**config.mk**
```make
export PLATFORM = sky130hd
export DESIGN_NAME = bus_claim_seq
export DESIGN_NICKNAME = d
export VERILOG_FILES = /design/src/rtl/bcs_pkg.sv /design/src/rtl/bcs_ctl_decode.sv /design/src/rtl/bcs_deadline.sv /design/src/rtl/bcs_retry_timer.sv /design/src/rtl/bus_claim_seq.sv
export SDC_FILE = /design/constraint.sdc
export NUM_CORES = 1
export LEC_CHECK = 0
export ABC_AREA = 1
export CORE_MARGIN = 1
export CORE_UTILIZATION = 60
export CTS_CLUSTER_SIZE = 24
export DETAILED_ROUTE_END_ITERATION = 16
export DONT_BUFFER_PORTS = 1
export GPL_TIMING_DRIVEN = 0
export PLACE_DENSITY = 0.76
export SYNTH_ARGS = -nofsm -noshare
export SYNTH_HDL_FRONTEND = slang
export SYNTH_SLANG_ARGS = --single-unit
export TNS_END_PERCENT = 20
```
**constraint.sdc**
```tcl
create_clock -name clk -period 2.3 [get_ports clk]
set_input_delay 0.345 -clock clk [delete_from_list [all_inputs] [get_ports clk]]
set_output_delay 0.345 -clock clk [all_outputs]
set_load 0.05 [all_outputs]
```
**src/rtl/bcs_pkg.sv**
```systemverilog
package bcs_pkg;

    typedef enum logic [2:0] {
        ST_IDLE,
        ST_RD_CTL,
        ST_RD_STAT,
        ST_WR,
        ST_WAIT
    } state_e;

    typedef enum logic [1:0] {
        RES_ACQUIRED = 2'd0,
        RES_TIMEOUT  = 2'd1,
        RES_ERROR    = 2'd2,
        RES_RELEASED = 2'd3
    } result_e;

    typedef enum logic [1:0] {
        AFT_WAIT,
        AFT_ACQ,
        AFT_REL
    } after_e;

    typedef enum logic [1:0] {
        DLY_SHORT,
        DLY_LONG,
        DLY_YIELD
    } delay_e;

    // control register bit positions (decoded by the selector)
    localparam int unsigned C_OWN_A  = 0;
    localparam int unsigned C_OWN_B  = 1;
    localparam int unsigned C_EN_A   = 2;
    localparam int unsigned C_EN_B   = 3;
    localparam int unsigned C_RESET  = 4;
    localparam int unsigned C_CLAIM  = 7;
    // status register: partner has asked for the bus
    localparam int unsigned S_PEER_ASK = 7;

    // command that hands the bus to this master for a given low nibble
    function automatic logic [7:0] take_lookup(input logic [3:0] nib);
        logic [2:0] v;
        case (nib)
            4'h0, 4'h4, 4'h5, 4'hD: v = 3'd4;
            4'h1, 4'h8, 4'h9, 4'hC: v = 3'd0;
            4'h2, 4'hA, 4'hB, 4'hF: v = 3'd1;
            default:                v = 3'd5;
        endcase
        return {5'b0, v};
    endfunction

endpackage

```
**src/rtl/bcs_ctl_decode.sv**
```systemverilog
module bcs_ctl_decode
    import bcs_pkg::*;
(
    input  logic [7:0] ctl,
    output logic       bus_off,
    output logic       owned,
    output logic       dirty,
    output logic [7:0] take_cmd,
    output logic [7:0] force_cmd,
    output logic [7:0] claim_cmd,
    output logic [7:0] clean_cmd,
    output logic [7:0] off_cmd
);
    logic [7:0] base;

    always_comb begin
        base      = take_lookup(ctl[3:0]);
        owned     = (ctl[C_OWN_A] == ctl[C_OWN_B]);
        bus_off   = (ctl[C_EN_A] == ctl[C_EN_B]);
        dirty     = ctl[C_CLAIM] | ctl[C_RESET];
        take_cmd  = base | (8'd1 << C_CLAIM);
        force_cmd = base | (8'd1 << C_CLAIM) | (8'd1 << C_RESET);
        claim_cmd = ctl | (8'd1 << C_CLAIM);
        clean_cmd = ctl & ~((8'd1 << C_CLAIM) | (8'd1 << C_RESET));
        off_cmd   = {4'b0, ctl[C_EN_B], 3'b0} >> 1;
    end
endmodule

```
**src/rtl/bcs_deadline.sv**
```systemverilog
module bcs_deadline #(
    parameter int unsigned SOFT_CYC = 12500000,
    parameter int unsigned HARD_CYC = 25000000
) (
    input  logic clk,
    input  logic rst_n,
    input  logic start,
    output logic soft_hit,
    output logic hard_hit
);
    localparam int unsigned CW = $clog2(HARD_CYC + 1);

    logic [CW-1:0] cnt_d, cnt_q;

    always_comb begin
        cnt_d = cnt_q;
        if (start)
            cnt_d = '0;
        else if (cnt_q != CW'(HARD_CYC))
            cnt_d = cnt_q + 1'b1;
    end

    always_ff @(posedge clk or negedge rst_n) begin
        if (!rst_n) cnt_q <= '0;
        else        cnt_q <= cnt_d;
    end

    assign soft_hit = (cnt_q >= CW'(SOFT_CYC));
    assign hard_hit = (cnt_q == CW'(HARD_CYC));

    // a fresh acquire never sees an expired soft deadline
    assert_soft_restart_R7: assert property (@(posedge clk) disable iff (!rst_n)
        start |=> !soft_hit);
endmodule

```
**src/rtl/bcs_retry_timer.sv**
```systemverilog
module bcs_retry_timer #(
    parameter int unsigned MAX_CYC = 200000,
    localparam int unsigned TW     = $clog2(MAX_CYC + 1)
) (
    input  logic          clk,
    input  logic          rst_n,
    input  logic          load,
    input  logic [TW-1:0] load_val,
    output logic          expired
);
    logic [TW-1:0] cnt_d, cnt_q;

    always_comb begin
        cnt_d = cnt_q;
        if (load)
            cnt_d = load_val;
        else if (cnt_q != '0)
            cnt_d = cnt_q - 1'b1;
    end

    always_ff @(posedge clk or negedge rst_n) begin
        if (!rst_n) cnt_q <= '0;
        else        cnt_q <= cnt_d;
    end

    assign expired = (cnt_q == '0);
endmodule

```
**src/rtl/bus_claim_seq.sv**
```systemverilog
module bus_claim_seq
    import bcs_pkg::*;
#(
    parameter int unsigned CLK_PER_US = 100,
    parameter int unsigned SHORT_US   = 50,
    parameter int unsigned LONG_US    = 1000,
    parameter int unsigned YIELD_US   = 2000,
    parameter int unsigned SOFT_US    = 125000,
    parameter int unsigned HARD_US    = 250000,
    parameter int unsigned ADDR_W     = 8,
    parameter int unsigned CTL_ADDR   = 1,
    parameter int unsigned STAT_ADDR  = 2
) (
    input  logic              clk,
    input  logic              rst_n,
    input  logic              acq_req,
    input  logic              rel_req,
    output logic              busy,
    output logic              done,
    output logic [1:0]        result,
    output logic              reg_req,
    output logic              reg_we,
    output logic [ADDR_W-1:0] reg_addr,
    output logic [7:0]        reg_wdata,
    input  logic              reg_ack,
    input  logic              reg_err,
    input  logic [7:0]        reg_rdata
);
    localparam int unsigned SHORT_CYC = SHORT_US * CLK_PER_US;
    localparam int unsigned LONG_CYC  = LONG_US  * CLK_PER_US;
    localparam int unsigned YIELD_CYC = YIELD_US * CLK_PER_US;
    localparam int unsigned SOFT_CYC  = SOFT_US  * CLK_PER_US;
    localparam int unsigned HARD_CYC  = HARD_US  * CLK_PER_US;
    localparam int unsigned MID_MAX   = (LONG_CYC > YIELD_CYC) ? LONG_CYC : YIELD_CYC;
    localparam int unsigned DLY_MAX   = (SHORT_CYC > MID_MAX) ? SHORT_CYC : MID_MAX;
    localparam int unsigned TW        = $clog2(DLY_MAX + 1);

    typedef struct packed {
        state_e     state;
        logic       is_acq;
        logic [7:0] ctl;
        logic [7:0] wdata;
        after_e     after;
        delay_e     dly;
        logic       done;
        result_e    result;
    } seq_t;

    seq_t s_d, s_q;

    logic          start, soft_hit, hard_hit;
    logic          tmr_load, tmr_expired;
    logic [TW-1:0] dly_val;
    logic [7:0]    dec_in;
    logic          dec_off, dec_own, dec_dirty;
    logic [7:0]    dec_take, dec_force, dec_claim, dec_clean, dec_offc;

    assign dec_in = (s_q.state == ST_RD_CTL) ? reg_rdata : s_q.ctl;

    bcs_ctl_decode u_dec (
        .ctl      (dec_in),
        .bus_off  (dec_off),
        .owned    (dec_own),
        .dirty    (dec_dirty),
        .take_cmd (dec_take),
        .force_cmd(dec_force),
        .claim_cmd(dec_claim),
        .clean_cmd(dec_clean),
        .off_cmd  (dec_offc)
    );

    bcs_deadline #(.SOFT_CYC(SOFT_CYC), .HARD_CYC(HARD_CYC)) u_deadline (
        .clk     (clk),
        .rst_n   (rst_n),
        .start   (start),
        .soft_hit(soft_hit),
        .hard_hit(hard_hit)
    );

    bcs_retry_timer #(.MAX_CYC(DLY_MAX)) u_retry (
        .clk     (clk),
        .rst_n   (rst_n),
        .load    (tmr_load),
        .load_val(dly_val),
        .expired (tmr_expired)
    );

    always_comb begin
        s_d      = s_q;
        s_d.done = 1'b0;
        start    = 1'b0;
        case (s_q.state)
            ST_IDLE: begin
                if (acq_req) begin
                    s_d.is_acq = 1'b1;
                    s_d.state  = ST_RD_CTL;
                    start      = 1'b1;
                end else if (rel_req) begin
                    s_d.is_acq = 1'b0;
                    s_d.state  = ST_RD_CTL;
                end
            end
            ST_RD_CTL: begin
                if (reg_ack) begin
                    s_d.ctl = reg_rdata;
                    if (reg_err) begin
                        s_d.state = ST_IDLE; s_d.done = 1'b1; s_d.result = RES_ERROR;
                    end else if (!s_q.is_acq) begin
                        if (!dec_off && dec_own) begin
                            s_d.wdata = dec_offc; s_d.after = AFT_REL; s_d.state = ST_WR;
                        end else begin
                            s_d.state = ST_IDLE; s_d.done = 1'b1; s_d.result = RES_RELEASED;
                        end
                    end else if (dec_off) begin
                        s_d.state = ST_RD_STAT;
                    end else if (dec_own) begin
                        if (dec_dirty) begin
                            s_d.wdata = dec_clean; s_d.after = AFT_ACQ; s_d.state = ST_WR;
                        end else begin
                            s_d.state = ST_IDLE; s_d.done = 1'b1; s_d.result = RES_ACQUIRED;
                        end
                    end else begin
                        s_d.dly = DLY_LONG;
                        if (soft_hit) begin
                            s_d.wdata = dec_force; s_d.after = AFT_WAIT; s_d.state = ST_WR;
                        end else if (!reg_rdata[C_CLAIM]) begin
                            s_d.wdata = dec_claim; s_d.after = AFT_WAIT; s_d.state = ST_WR;
                        end else begin
                            s_d.state = ST_WAIT;
                        end
                    end
                end
            end
            ST_RD_STAT: begin
                if (reg_ack) begin
                    if (reg_err) begin
                        s_d.state = ST_IDLE; s_d.done = 1'b1; s_d.result = RES_ERROR;
                    end else if (!reg_rdata[S_PEER_ASK] || soft_hit) begin
                        s_d.dly = DLY_SHORT; s_d.wdata = dec_take;
                        s_d.after = AFT_WAIT; s_d.state = ST_WR;
                    end else begin
                        s_d.dly = DLY_YIELD; s_d.state = ST_WAIT;
                    end
                end
            end
            ST_WR: begin
                if (reg_ack) begin
                    case (s_q.after)
                        AFT_WAIT: s_d.state = ST_WAIT;
                        AFT_ACQ: begin
                            s_d.state = ST_IDLE; s_d.done = 1'b1; s_d.result = RES_ACQUIRED;
                        end
                        default: begin
                            s_d.state = ST_IDLE; s_d.done = 1'b1; s_d.result = RES_RELEASED;
                        end
                    endcase
                end
            end
            ST_WAIT: begin
                if (tmr_expired) begin
                    if (hard_hit) begin
                        s_d.state = ST_IDLE; s_d.done = 1'b1; s_d.result = RES_TIMEOUT;
                    end else begin
                        s_d.state = ST_RD_CTL;
                    end
                end
            end
            default: s_d.state = ST_IDLE;
        endcase
    end

    always_comb begin
        tmr_load = (s_d.state == ST_WAIT) && (s_q.state != ST_WAIT);
        case (s_d.dly)
            DLY_SHORT: dly_val = TW'(SHORT_CYC);
            DLY_LONG:  dly_val = TW'(LONG_CYC);
            default:   dly_val = TW'(YIELD_CYC);
        endcase
    end

    always_ff @(posedge clk or negedge rst_n) begin
        if (!rst_n) begin
            s_q <= '{state: ST_IDLE, is_acq: 1'b0, ctl: 8'h00, wdata: 8'h00,
                     after: AFT_WAIT, dly: DLY_SHORT, done: 1'b0, result: RES_ACQUIRED};
        end else begin
            s_q <= s_d;
        end
    end

    assign busy      = (s_q.state != ST_IDLE);
    assign done      = s_q.done;
    assign result    = s_q.result;
    assign reg_req   = (s_q.state == ST_RD_CTL) || (s_q.state == ST_RD_STAT) || (s_q.state == ST_WR);
    assign reg_we    = (s_q.state == ST_WR);
    assign reg_addr  = (s_q.state == ST_RD_STAT) ? ADDR_W'(STAT_ADDR) : ADDR_W'(CTL_ADDR);
    assign reg_wdata = s_q.wdata;

    assert_req_hold_R12: assert property (@(posedge clk) disable iff (!rst_n)
        (reg_req && !reg_ack) |=> (reg_req && $stable(reg_addr) && $stable(reg_we) && $stable(reg_wdata)));

    assert_done_pulse_R11: assert property (@(posedge clk) disable iff (!rst_n)
        done |=> !done);

    assert_first_read_ctl_R1: assert property (@(posedge clk) disable iff (!rst_n)
        $rose(busy) |-> (reg_req && !reg_we && reg_addr == ADDR_W'(CTL_ADDR)));

    assert_timeout_after_hard_R8: assert property (@(posedge clk) disable iff (!rst_n)
        (done && result == RES_TIMEOUT) |-> hard_hit);

    assert_err_stops_R10: assert property (@(posedge clk) disable iff (!rst_n)
        (reg_req && reg_ack && reg_err && !reg_we) |=> !busy);
endmodule

```
# [Yosys cells after proc, flatten, opt, wreduce, memory -nomap -nowiden]
# Memories as Yosys holds them, arrays and structs flattened.
# Index checks and enable logic that the tools add are counted.
[totals] reg_bits=70 romBits=32 in_bits=14 output_inout_bits=22 elab_cells=122 n_memories=1
[op_classes] n_addsub=2 magnitude_cmp=1 eq_ne=30 mux=55 bitwise_logic=1 reduce_logical=22
[mem_list] name="(name not given)" words=16 width=2 rd=1 rd_clocked_by_memory_dff=0 write_ports=0 line="bcs_pkg.sv:43" rtl="case (nib)"
[op_table] operator="two-way mux 10 bit" count=7
[op_table] operator="two-way mux 3 bit" count=22
[op_table] operator="two-way mux 25 bit" count=2
[op_table] operator="two-way mux 15 bit" count=3
[op_table] operator="two-way mux 18 bit" count=2
[op_table] operator="one-hot mux 18 bit (2 select lines)" count=1
[op_table] operator="adder 25 x 1 -> 25 bit (second input constant)" count=1
[op_table] operator="== test 25 bit (second input constant)" count=1
[op_table] operator=">= comparator 25 x 24 -> 1 bit (second input constant)" count=1
[op_table] operator="inequality test 25 bit (second input constant)" count=1
[op_table] operator="two-way mux 12 bit" count=2
[op_table] operator="one-hot mux 12 bit (2 select lines)" count=1
[op_table] operator="inequality test 4 bit (second input constant)" count=5
[op_table] operator="logical NOT 18 bit" count=1
[op_table] operator="inequality test 2 bit (second input constant)" count=9
[op_table] operator="nonzero test 18 bit" count=1
[op_table] operator="subtractor 18 x 1 -> 18 bit (second input constant)" count=1
[op_table] operator="one-hot mux 3 bit (5 select lines)" count=1
[op_table] operator="two-way mux 2 bit" count=6
[op_table] operator="one-hot mux 3 bit (4 select lines)" count=1
[op_table] operator="AND reduction 12 bit" count=1
[op_table] operator="AND reduction 10 bit" count=1
[op_table] operator="two-way mux 4 bit" count=2
[op_table] operator="two-way mux 8 bit" count=1
[op_table] operator="21 further kinds" count=37

# [Longest topological paths before layout]
[depth] depth_word=13 mapped_depth=15 depth_no_buf=14

# [Cells and area by module]
# Synthesis repeated with hierarchy kept, for this count alone.
[hier_totals] cells_unflattened=830 area_unflattened_um2=5456.5
[by_module_without_submodules] mod="bus_claim_seq" n_inst=1 cells_each=330 area_each_um2=2137.0 seq_area_each_um2=675.6
[by_module_without_submodules] mod="bcs_deadline" n_inst=1 cells_each=266 area_each_um2=1712.9 seq_area_each_um2=625.6
[by_module_without_submodules] mod="bcs_retry_timer" n_inst=1 cells_each=180 area_each_um2=1239.9 seq_area_each_um2=450.4
[by_module_without_submodules] mod="bcs_ctl_decode" n_inst=1 cells_each=54 area_each_um2=366.6 seq_area_each_um2=0.0

# [Worst setup path before layout]
# Ideal clock, no wire load.
[synth_path] kind="reg2reg" startpoint="register s_q[26] (netlist bit)" endpoint="register u_retry.cnt_q[17]" setup_time_ns=0.126 t_arrival_ns=2.431 required_time_ns=2.174 path_slack_ns=-0.258 stages_incl_launch_ff=10 path_buffers=1 synth_period_minus_slack_ns=2.558 cell_sequence="dfrtp_1 -> nor3_2 -> inv_2 -> nor2_2 -> nand4_4 -> nand2_1 -> nor2_1 -> buf_4 -> nand2_1 -> a21oi_1"
[synth_between] elab_chain_len=13 elab_cells_between_ends=38 cone_classes="9 x eq/ne; 22 x mux; 1 x bitwise; 6 x reduce/logical"
[synth_lines] item="start, declared" line="bus_claim_seq.sv:49" rtl="seq_t s_d, s_q;"
[synth_lines] item="start signal, assigned" line="bus_claim_seq.sv:183" rtl="s_q <= '{state: ST_IDLE, is_acq: 1'b0, ctl: 8'h00, wdata: 8'h00,"
[synth_lines] item="== test 3 x 1 -> 1 bit" line="bus_claim_seq.sv:58, bus_claim_seq.sv:92"
[synth_lines] item="two-way mux 8 bit" line="bus_claim_seq.sv:58" rtl="assign dec_in = (s_q.state == ST_RD_CTL) ? reg_rdata : s_q.ctl;"
[synth_lines] item="OR 1 bit or == test 1 bit (tied branches)" line="bcs_ctl_decode.sv:20, bcs_ctl_decode.sv:19"
[synth_lines] item="two-way mux 2 bit or logical NOT 1 bit (tied branches)" line="bus_claim_seq.sv:117, bus_claim_seq.sv:109"
[synth_lines] item="two-way mux 3 bit or logical AND 1 bit (tied branches)" line="bus_claim_seq.sv:116, bus_claim_seq.sv:109"
[synth_lines] item="two-way mux 3 bit or two-way mux 2 bit (tied branches)" line="bus_claim_seq.sv:114, bus_claim_seq.sv:109"
[synth_lines] item="two-way mux 3 bit" line="bus_claim_seq.sv:108" rtl="end else if (!s_q.is_acq) begin"
[synth_lines] item="two-way mux 3 bit" line="bus_claim_seq.sv:106" rtl="if (reg_err) begin"
[synth_lines] item="two-way mux 3 bit" line="bus_claim_seq.sv:104" rtl="if (reg_ack) begin"
[synth_lines] item="one-hot mux 3 bit (5 select lines)" line="bus_claim_seq.sv:92" rtl="case (s_q.state)"
[synth_lines] item="== test 3 bit" line="bus_claim_seq.sv:173" rtl="tmr_load = (s_d.state == ST_WAIT) && (s_q.state != ST_WAIT);"
[synth_lines] item="logical AND 1 bit" line="bus_claim_seq.sv:173"
[synth_lines] item="two-way mux 18 bit or nonzero test 2 bit (tied branches)"
[synth_lines] item="end signal, assigned" line="bcs_retry_timer.sv:23" rtl="else cnt_q <= cnt_d;"
[synth_lines] item="end, declared" line="bcs_retry_timer.sv:11" rtl="logic [TW-1:0] cnt_d, cnt_q;"
# Parallel ways exist; a longest one is shown, timed or not. The select of a mux whose other input is x is not followed.
# A chain may end at the register's enable or synchronous reset.

==> impl_metrics.py <==
metrics = {
    "critical_path": {
        "crit_arrival_ns": 2.61,
        "worstSetupPathType": "flip-flop to flip-flop",
        "r2r_slack_ns": -0.06,
        "critPathRequiredTime_ns": 2.55,
        "ff2ff_path_depth": 11,
        "rr_endpoint": "u_retry.cnt_q[10]",
        "crit_buf_inv": 3,
        "crit_family": "simple AND/OR/NAND/NOR gates",
        "worstSetupStartpointType": "flip-flop",
        "cpMostUsedCell": "nor2_1",
        "endpoint_kind": "flip-flop",
        "r2r-start": "s_q[24]",
        "critPathMaxStageDelay_ns": 0.66,
        "crit_chain": "nor3_4 > inv_4 > nor2_4 > buf_4 > nor2_1 > nand2_1 > nand2_4 > nor2_1 > nand2_2 > inv_1 > nor2_1",
        "cp_max_fo": 6,
        "cp_slowest_cell": "nor3_4",
    },
    "cells_and_area": {
        "layout-drive-gt1-share_pct": 14.7,
        "fillers": 639,
        "syn_to_final_growth_pct": 12.3,
        "nNetsFinal": 661,
        "final_cells": 744,
        "final_common_cell": "nand2_1",
        "antenna_cells": 0,
        "final_cell_mix": "nand2_1, inv_1, dfrtp_1",
        "seq_area_sq_um": 1750,
        "multi_input_area_sq_um": 2250,
    },
    "logic_synthesis": {
        "ys_ff_latch": 70,
        "ys_seq_area_share_pct": 40.1,
        "synth.area.mux_share_pct": 0,
        "synthCells": 618,
        "synth_top_family_by_area": "simple AND/OR/NAND/NOR gates",
        "synthXorXnorAreaFrac_pct": 3.01,
        "yosys.area_share.simple_pct": 34.9,
        "yosysTopAreaCellShare_pct": 40.1,
        "ys_types": 39,
        "synth_compound_area_share_pct": 9.59,
        "netlist_top_cells_area": "dfrtp_1, nand2_1, inv_1",
        "yosysWarnings": 0,
        "avgSynthCellArea_sq_um": 7.07,
        "netlist_area_sq_um": 4370,
        "synth-adder-area-share_pct": 0.859,
        "synth_top_area_cell": "dfrtp_1",
    },
    "worst_hold_path": {
        "hold_class": "input pin to flip-flop",
        "hold_path_end": "s_q[22]",
        "min-delay-start": "reg_rdata[7]",
        "min_path_cells": 2,
    },
    "global_route": {
        "antenna_found_initial": 0,
        "grt_pass1_vias": 3752,
        "grt.overflow.total": 0,
        "grt_use_total_pct": 28.7,
        "grt_pass1_wl_mm": 16.8,
        "grt_max_degree": 71,
    },
    "floorplanning": {
        "die_area_sq_um": 7630,
        "coreArea_sq_um": 6910,
        "start_util_pct": 63.3,
        "die_w_microns": 87.3,
        "rows": 30,
        "io_pins": 36,
        "die_h_microns": 87.3,
    },
    "route": {
        "dr_total_vias": 4018,
        "wl_per_cell_microns": 13.4,
        "drtIter0Drc": 330,
        "postRouteAntennaNets": 0,
        "drt-total-wl_mm": 10.0,
        "via_per_inst": 5.40,
        "dr.pass1.iters": 5,
        "post-route-drc-count": 0,
    },
    "pwr": {
        "static-leakage-power_nw": 2.50,
        "ir_drop_uv": 674,
        "p_sw_mw": 2.96,
        "intPower_mw": 3.11,
        "p_per_area_nw_per_um2": 1240,
        "p_seq_share_pct": 31.5,
        "pwr-share-clk_pct": 15.1,
        "switching_share_pct": 48.7,
        "total_power_mw": 6.07,
        "comb_power_share_pct": 53.5,
    },
    "clock_tree": {
        "cts_buffers": 9,
        "cts_root_buf": "clkbuf_8",
        "clk_pin_slew_ns": 0.08,
        "cts_tree": "yes",
        "clockBufferDepth": 2,
        "worst_skew_pair.late_latency_ns": 0.36,
        "cts_max_level": 3,
        "clock-sinks": 70,
    },
    "sta": {
        "drv_slew": 0,
        "setup_viol": 11,
        "period_share_pct": 102,
        "slew-limit-headroom_pct": 36.4,
        "worst_pin_slew_ns": 0.951,
        "rsz0062_at_grt": "yes",
        "fmax_mhz": 425,
        "fin_skew_ns": 0.0140,
        "period_minus_slack_ns": 2.36,
        "hold_viol_final": 0,
        "setup_ws_ns": -0.0553,
    },
    "outcome": {
        "violations": "setup timing",
        "status": "finished, violations left",
    },
    "place": {
        "gp_congestion": 0.938,
        "place_inst": 719,
        "port_buffers": 0,
        "dp_hpwl_mm": 7.11,
        "pre_cts_slack_ns": -0.301,
    },
    "job": {
        "drv_cap": 0,
    },
}
-- layer usage --
metal | share of wire, % | vias up | global-route usage, %
li1 | - | 2031 | -
met1 | 45 | 1831 | 35.5
met2 | 47 | 134 | 48.6
met3 | 5.9 | 22 | 5.59
met4 | 2.6 | 0 | 12.5
met5 | 0 | - | 0
-- synthesized netlist by cell type --
| cell type | n |
|---|---|
| a211oi_1 | 1 |
| a21boi_0 | 1 |
| a21oi_1 | 30 |
| a21oi_2 | 1 |
| a31oi_1 | 2 |
| buf_2 | 1 |
| buf_4 | 19 |
| buf_6 | 1 |
| buf_8 | 1 |
| clkbuf_1 | 3 |
| conb_1 | 1 |
| dfrtp_1 | 70 |
| ha_1 | 3 |
| inv_1 | 76 |
| inv_2 | 8 |
| nand2_1 | 163 |
| nand2_2 | 6 |
| nand2_4 | 1 |
| nand3_1 | 50 |
| nand3_2 | 1 |
| nand3_4 | 2 |
| nand3b_1 | 2 |
| nand4_1 | 18 |
| nand4_4 | 1 |
| nor2_1 | 68 |
| nor2_2 | 4 |
| nor3_1 | 21 |
| nor3_2 | 1 |
| nor4_1 | 3 |
| o2111ai_1 | 1 |
| o211ai_1 | 1 |
| o21a_1 | 2 |
| o21ai_0 | 33 |
| o21ai_1 | 4 |
| o21ai_2 | 1 |
| o31ai_1 | 1 |
| or2_2 | 1 |
| xnor2_1 | 3 |
| xor2_1 | 12 |
-- state kept, by name, indices dropped and copies added, names as in the netlist --
signal / cells
reg_wdata: 8
done: 1
s_q: 16
result: 2
u_retry.cnt_q: 18
u_deadline.cnt_q: 25
-- per-stage QoR --
stage               setup TNS [ns]  util (%)  hold WS, ns  cell area (sq um)
floorplan                        0         -       0.0494               4390
global placement             -4.72      65.4       0.0509               4510
detailed placement           -4.70      65.4       0.0511               4510
CTS                              0      69.5       0.0978               4800
global route                 -2.36      71.0        0.118               4910
finish                      -0.211      71.0        0.105               4910
-- repair_timing --
item | 4_1_cts | 5_1_grt
buffers inserted | 5 | 0
cloned | 1 | 2
endpoints found under the setup margin | 21 | 39
gates resized for setup | 12 | 26
pin swaps | 4 | 5
hold buffers | 2 | 0
endpoints found under the hold margin | 70 | 0
-- power by group through the flow --
stage / registers (mW) / logic (mW) / clock network (mW)
after floorplan: 1.87 / 2.37 / 0
after global placement: 1.92 / 2.77 / 0
after detailed placement: 1.94 / 2.82 / 0
after CTS: 1.91 / 2.96 / 0.931
after global routing: 1.96 / 3.62 / 0.980
final: 1.91 / 3.25 / 0.915
-- area by class of cell --
| cell class | count | share of cell area [%] |
|---|---|---|
| Timing Repair Buffer | 9 | 1.99 |
| Tap cell | 96 | 2.45 |
| Inverter | 84 | 6.48 |
| Clock inverter | 4 | 0.459 |
| Buffer | 25 | 3.90 |
| Clock buffer | 11 | 3.09 |
| Multi-Input combinational cell | 445 | 45.9 |
| Sequential cell | 70 | 35.8 |
-- worst max-delay path by stage --
stage / startpoint / endpoint / depth (start not counted)
after floorplan: s_q[26] / u_retry.cnt_q[17] / 9
after global placement: s_q[26] / u_retry.cnt_q[10] / 9
after detailed placement: s_q[26] / u_retry.cnt_q[10] / 9
after CTS: s_q[24] / u_retry.cnt_q[3] / 9
after global routing: s_q[24] / u_retry.cnt_q[16] / 11
final: s_q[24] / u_retry.cnt_q[10] / 11
-- kinds of logic after synthesis --
| logic type | Yosys count |
|---|---|
| AOI/OAI and AO/OA | 78 |
| xor gates and xnor gates | 15 |
| adders and majority gates | 3 |
| buffers and inverters | 109 |
| DFF | 70 |
| other | 1 |
| and+or+nand+nor | 342 |
Power figures use the tool's default switching activity.
